[src/rtl/perint_pkg.sv]
package perint_pkg;
   // Which register a bus offset selects
   typedef enum logic [1:0] {
      SEL_ENABLE = 2'd0,
      SEL_STATUS = 2'd1,
      SEL_NONE   = 2'd2
   } reg_sel_e;
endpackage

[src/rtl/perint_edge.sv]
module perint_edge #(
   parameter int W = 2
) (
   input  logic         clk,
   input  logic         rst_n,
   input  logic [W-1:0] d,
   output logic [W-1:0] rise
);
   logic [W-1:0] prev_q;

   always_ff @(posedge clk or negedge rst_n) begin
      if (!rst_n) prev_q <= '0;
      else        prev_q <= d;
   end

   assign rise = d & ~prev_q;
endmodule

[src/rtl/perint_sticky.sv]
module perint_sticky #(
   parameter int N = 2
) (
   input  logic         clk,
   input  logic         rst_n,
   input  logic [N-1:0] lvl,
   input  logic [N-1:0] clr,
   output logic [N-1:0] q
);
   logic [N-1:0] rise;

   perint_edge #(.W(N)) u_edge (
      .clk  (clk),
      .rst_n(rst_n),
      .d    (lvl),
      .rise (rise)
   );

   for (genvar i = 0; i < N; i++) begin : g_bit
      always_ff @(posedge clk or negedge rst_n) begin
         if (!rst_n)       q[i] <= 1'b0;
         else if (rise[i]) q[i] <= 1'b1;   // set beats clear
         else if (clr[i])  q[i] <= 1'b0;
      end
   end
endmodule

[src/rtl/perint_lowenc.sv]
module perint_lowenc #(
   parameter int W     = 32,
   parameter int IDX_W = $clog2(W)
) (
   input  logic [W-1:0]     vec,
   output logic [IDX_W-1:0] idx,
   output logic             valid
);
   always_comb begin
      idx   = '0;
      valid = |vec;
      for (int i = W - 1; i >= 0; i--) begin
         if (vec[i]) idx = IDX_W'(i);
      end
   end
endmodule

[src/rtl/perint_ctrl.sv]
module perint_ctrl
   import perint_pkg::*;
#(
   parameter int SRC_N    = 32,
   parameter int ADDR_W   = 4,
   parameter int TXC_BIT  = 10,
   parameter int RXC_BIT  = 11,
   parameter int MASK_OFS = 0,
   parameter int STAT_OFS = 4,
   localparam int IDX_W   = $clog2(SRC_N)
) (
   input  logic              clk,
   input  logic              rst_n,
   input  logic [SRC_N-1:0]  irq_src,
   input  logic              bus_sel,
   input  logic              bus_wr,
   input  logic [ADDR_W-1:0] bus_addr,
   input  logic [SRC_N-1:0]  bus_wdata,
   output logic [SRC_N-1:0]  bus_rdata,
   output logic              irq_out,
   output logic [IDX_W-1:0]  pend_idx,
   output logic              pend_valid
);
   // Elaboration-time parameter checks
   if (TXC_BIT >= SRC_N || RXC_BIT >= SRC_N) begin : g_bad_bit
      $error("sticky bit position outside source range");
   end
   if (TXC_BIT == RXC_BIT) begin : g_same_bit
      $error("sticky bit positions must differ");
   end
   if (MASK_OFS == STAT_OFS) begin : g_same_ofs
      $error("register offsets must differ");
   end
   if (SRC_N < 2) begin : g_small
      $error("at least two sources required");
   end

   logic [SRC_N-1:0] mask_q;
   logic [SRC_N-1:0] status;
   logic [SRC_N-1:0] pend;
   logic [1:0]       stk_q;
   logic [1:0]       stk_clr;
   reg_sel_e         rsel;
   logic             wr_mask, wr_stat, rd_any;
   logic [IDX_W-1:0] idx_c;
   logic             vld_c;

   // Offset decode
   always_comb begin
      if (bus_addr == ADDR_W'(MASK_OFS))      rsel = SEL_ENABLE;
      else if (bus_addr == ADDR_W'(STAT_OFS)) rsel = SEL_STATUS;
      else                                    rsel = SEL_NONE;
   end

   assign wr_mask = bus_sel &  bus_wr & (rsel == SEL_ENABLE);
   assign wr_stat = bus_sel &  bus_wr & (rsel == SEL_STATUS);
   assign rd_any  = bus_sel & ~bus_wr;

   // Enable register
   always_ff @(posedge clk or negedge rst_n) begin
      if (!rst_n)       mask_q <= '0;
      else if (wr_mask) mask_q <= bus_wdata;
   end

   // Sticky bits: index 0 = transmit done, index 1 = receive done
   assign stk_clr = wr_stat ? {bus_wdata[RXC_BIT], bus_wdata[TXC_BIT]} : 2'b00;

   perint_sticky #(.N(2)) u_sticky (
      .clk  (clk),
      .rst_n(rst_n),
      .lvl  ({irq_src[RXC_BIT], irq_src[TXC_BIT]}),
      .clr  (stk_clr),
      .q    (stk_q)
   );

   // Status assembly: sticky positions from capture flops, rest live
   for (genvar i = 0; i < SRC_N; i++) begin : g_stat
      if (i == TXC_BIT) begin : g_tx
         assign status[i] = stk_q[0];
      end else if (i == RXC_BIT) begin : g_rx
         assign status[i] = stk_q[1];
      end else begin : g_lvl
         assign status[i] = irq_src[i];
      end
   end

   assign pend = status & mask_q;

   perint_lowenc #(.W(SRC_N), .IDX_W(IDX_W)) u_enc (
      .vec  (pend),
      .idx  (idx_c),
      .valid(vld_c)
   );

   // Registered outputs toward the processor
   always_ff @(posedge clk or negedge rst_n) begin
      if (!rst_n) begin
         irq_out    <= 1'b0;
         pend_idx   <= '0;
         pend_valid <= 1'b0;
      end else begin
         irq_out    <= |pend;
         pend_idx   <= idx_c;
         pend_valid <= vld_c;
      end
   end

   // Read data, one cycle latency, zero when idle or unmapped
   always_ff @(posedge clk or negedge rst_n) begin
      if (!rst_n) begin
         bus_rdata <= '0;
      end else if (rd_any) begin
         unique case (rsel)
            SEL_ENABLE: bus_rdata <= mask_q;
            SEL_STATUS: bus_rdata <= status;
            default:    bus_rdata <= '0;
         endcase
      end else begin
         bus_rdata <= '0;
      end
   end
endmodule

[config.mk]
export PLATFORM = sky130hd
export DESIGN_NAME = perint_ctrl
export DESIGN_NICKNAME = d
export VERILOG_FILES = /design/src/rtl/perint_pkg.sv /design/src/rtl/perint_edge.sv /design/src/rtl/perint_sticky.sv /design/src/rtl/perint_lowenc.sv /design/src/rtl/perint_ctrl.sv
export SDC_FILE = /design/constraint.sdc
export NUM_CORES = 1
export LEC_CHECK = 0
export CAP_MARGIN = 20
export CORE_MARGIN = 10
export CORE_UTILIZATION = 40
export CTS_BUF_LIST = sky130_fd_sc_hd__clkbuf_2 sky130_fd_sc_hd__clkbuf_4 sky130_fd_sc_hd__clkbuf_8
export DETAILED_ROUTE_END_ITERATION = 10
export HOLD_SLACK_MARGIN = 0.03
export PLACE_DENSITY = 0.79
export SYNTH_ARGS = -nofsm -noshare
export SYNTH_HDL_FRONTEND = slang
export SYNTH_HIERARCHICAL = 1
export SYNTH_SLANG_ARGS = --single-unit
[constraint.sdc]
create_clock -name clk -period 6.2 [get_ports clk]
set_input_delay 0.93 -clock clk [delete_from_list [all_inputs] [get_ports clk]]
set_output_delay 0.93 -clock clk [all_outputs]
set_load 0.05 [all_outputs]
==> results.md <==
* Cell with the most instances on the worst path: buf_4
* Via density at about 5.2
* Largest net degree at the start of global routing at 76
* Final Setup Violations at 0
* Drt pass-1 iters at 5
* EDFF count, synth at 0
* Initial Util at approximately 41%
* First DRT Iteration DRCs at roughly 170
* Run status: finished clean
* RSZ-0062 raised after global routing: no
* RR Endpoint: irq_out
* Setup_tns at 0 ns
* Post-Layout Cell Count at approximately 530
* Share of layout cells above drive strength 1 at about 16%
* First-pass GRT wire length at ~16000 um
* Commonest non-fill, non-tap cell in the layout: clkdlybuf4s50_1
* Pwr Total at roughly 1.4 mW
* Gate Count Post-Synth at 306
* Ys Warns at 6
* CTS max path bufs at 2
* Post-DR wirelength/cell at ~18 um
* Placed insts at ~510
* Setup crit end kind: flip-flop
* Commonest non-fill, non-tap cells in the layout: clkdlybuf4s50_1 (109), dfrtp_1 (75), nor2_1 (42)
* Syn Area/Cell at ~11 um2
* Max_slew headroom at between 30% and 40%
* Reg2reg setup slack at 3.93 ns
* Crit path max-delay cell type: and3_1
* DP Area at about 0.0047 mm2
* CP Data Required Time at roughly 6.4 ns
* H-tree depth at 3
* I/O pins at 111
* DIE WIDTH at 113 um
* Number of diodes at 0
* Fraction of registers with async set/reset at 100%
* CTS clk-pin slew, worst paths at 0.08 ns
* Gr usage total at 15.1%
* Cell Area, Synth at 0.00343 mm2
* CP startpoint: bus_addr[2]
* Worst path max stage delay at approximately 0.68 ns
* Postcts setup bufs at 0
* Share of the synthesized area in the top cell type at a little over half
* Initial antenna violation count at 0
* GP Congestion at 0.908
* Crit path cell chain: clkdlybuf4s50_1, nor4_4, buf_4, and3_1, buf_4, mux2_2
* Synth cell types at 38
* DP HPWL at roughly 7200 um
* Worst Path Arrival at ~3.5 ns
* Mapped Nets at around 380
* Fin nets at 490
* Leakage at 2.04 nW
* Max-cap check violation count at 0
* Worst setup SP type: input pin
* Minimum clock period at roughly 3.3 ns
* Congestion Overflow GR at 0
* Reg2reg start: mask_q[7]
* Layout area overhead at 43.3%
* Die area at about 0.013 mm2
* IO Port Bufs at 110
* Later-pin clock latency in the skew report at approximately 0.35 ns
* Min-delay worst type: reg -> reg
* CTS tree: done
* Site Rows at 33
* Inserted Clock Buffers at 9
* Final hold violations at 0
* Post-cts hold buffer count at 0
* Fmax at approximately 300 MHz
* Least-Margin Pin Slew at 0.913 ns
* R2R cell count at 4
* Clock tree root buffer cell: clkbuf_8
* Vert. Die Dim at about 110 um
* Pwr Density at about 290 mW/mm2
* Wirelength, routed at approximately 9700 um
* Final instance area at about 0.005 mm2
* Vias in the first global route at about 3k
* Crit Path Max Fanout at 33
* WS Path Type: in -> reg
* CP endpoint: mask_q[0]
* Sequential area share after synthesis at approximately 55%
* Core area at between 0.008 and 0.009 mm2
* Top post-synthesis cells by area: dfrtp_1 (55%), mux2_2 (10%), a22oi_1 (7.0%)
* Synth Flop Type: dfrtp_1
* Final cycle utilization of the critical path at about 53%
* Setup skew after layout at about 0.011 ns
* Max-slew violation count at 0
* CTS Sinks at 75
* Flops & latches, synth at 75
* VDD IR max at 0.000124 V
* Vias at between 2k and 3k
* Yosys top cell by area: dfrtp_1
* Routed Antenna Nets at 0
* Post-CTS resize count at 0
* DRC viols at 0
[logic make-up after synthesis]
kind of cell / count (synthesis) / share of synthesized area, %
DFF: 75 / 54.6
buffers and inverters: 21 / 2.40
muxes: 32 / 10.5
and+or+nand+nor: 122 / 20.7
AOI/OAI and AO/OA: 56 / 11.8
[metal layers]
layer,vias to the layer above,part of all wire [%],wire length (um),GRT usage (%)
li1,1332,-,-,-
met5,-,0,0,0
met4,0,1.7,164,5.75
met2,95,50,4800,24.8
met1,1330,41,3960,18.0
met3,12,7.7,748,4.63
[Yosys cell counts (2+ instances only)]
| cell type | count |
|---|---|
| a22oi_1 | 32 |
| dfrtp_1 | 75 |
| and2_1 | 31 |
| or2_2 | 4 |
| clkbuf_1 | 10 |
| nor3b_1 | 2 |
| nor3_1 | 5 |
| a2111oi_0 | 2 |
| nor3_2 | 2 |
| or4_1 | 11 |
| mux2_2 | 31 |
| nor2b_4 | 2 |
| nor2_1 | 42 |
| and4_1 | 2 |
| nand2_1 | 3 |
| a21o_1 | 3 |
| o31ai_1 | 4 |
| o21ai_0 | 2 |
| nor4_1 | 7 |
| buf_2 | 3 |
| inv_1 | 8 |
| a21oi_1 | 7 |
| or4_4 | 2 |
| and2_4 | 2 |
[critical path, delay by kind of cell]
| family | cells | cell delay, ns |
|---|---|---|
| buffers and inverters | 3 | 1.22 |
| muxes | 1 | 0.37 |
| and+or+nand+nor | 2 | 0.98 |
[state kept, by name, indices dropped and copies added (netlist names)]
register	count
pend_valid	1
mask_q	32
u_sticky/q	2
pend_idx	5
irq_out	1
u_sticky/u_edge/prev_q	2
bus_rdata	32
[metrics by stage]
stage          setup WS [ns]  util [%]  hold WS [ns]
2_1_floorplan           3.61         -         0.463
3_3_place_gp            2.64      56.1         0.483
3_5_place_dp            2.60      56.1         0.480
4_1_cts                 2.94      59.3         0.499
5_1_grt                 2.83      59.3         0.525
6_report                2.91      59.3         0.498
[cell type report]
type	instances	area (um2)
Clock buffer	9	124
Clock inverter	7	140
Tap cell	105	131
Timing Repair Buffer	114	1130
Inverter	8	30.0
Sequential cell	75	1880
Multi-Input combinational cell	210	1490
Fill cell	696	3380
[worst min path at each step]
stage / cells after the start / endpoint / startpoint / slack, ns
2_1_floorplan: 1 / u_sticky/q[0] / u_sticky/q[0] / 0.46
3_3_place_gp: 1 / u_sticky/q[0] / u_sticky/q[0] / 0.48
3_5_place_dp: 1 / u_sticky/q[0] / u_sticky/q[0] / 0.48
4_1_cts: 1 / u_sticky/q[0] / u_sticky/q[0] / 0.50
5_1_grt: 1 / u_sticky/q[0] / u_sticky/q[0] / 0.52
6_report: 1 / u_sticky/q[0] / u_sticky/q[0] / 0.50
[report_power, final]
part | switching [mW] | total, mW | internal (mW) | leakage, nW
Sequential | 0.0317 | 0.577 | 0.545 | 0.976
Combinational | 0.185 | 0.351 | 0.166 | 0.941
Clock | 0.181 | 0.488 | 0.307 | 0.125
Power figures use the tool's default switching activity.
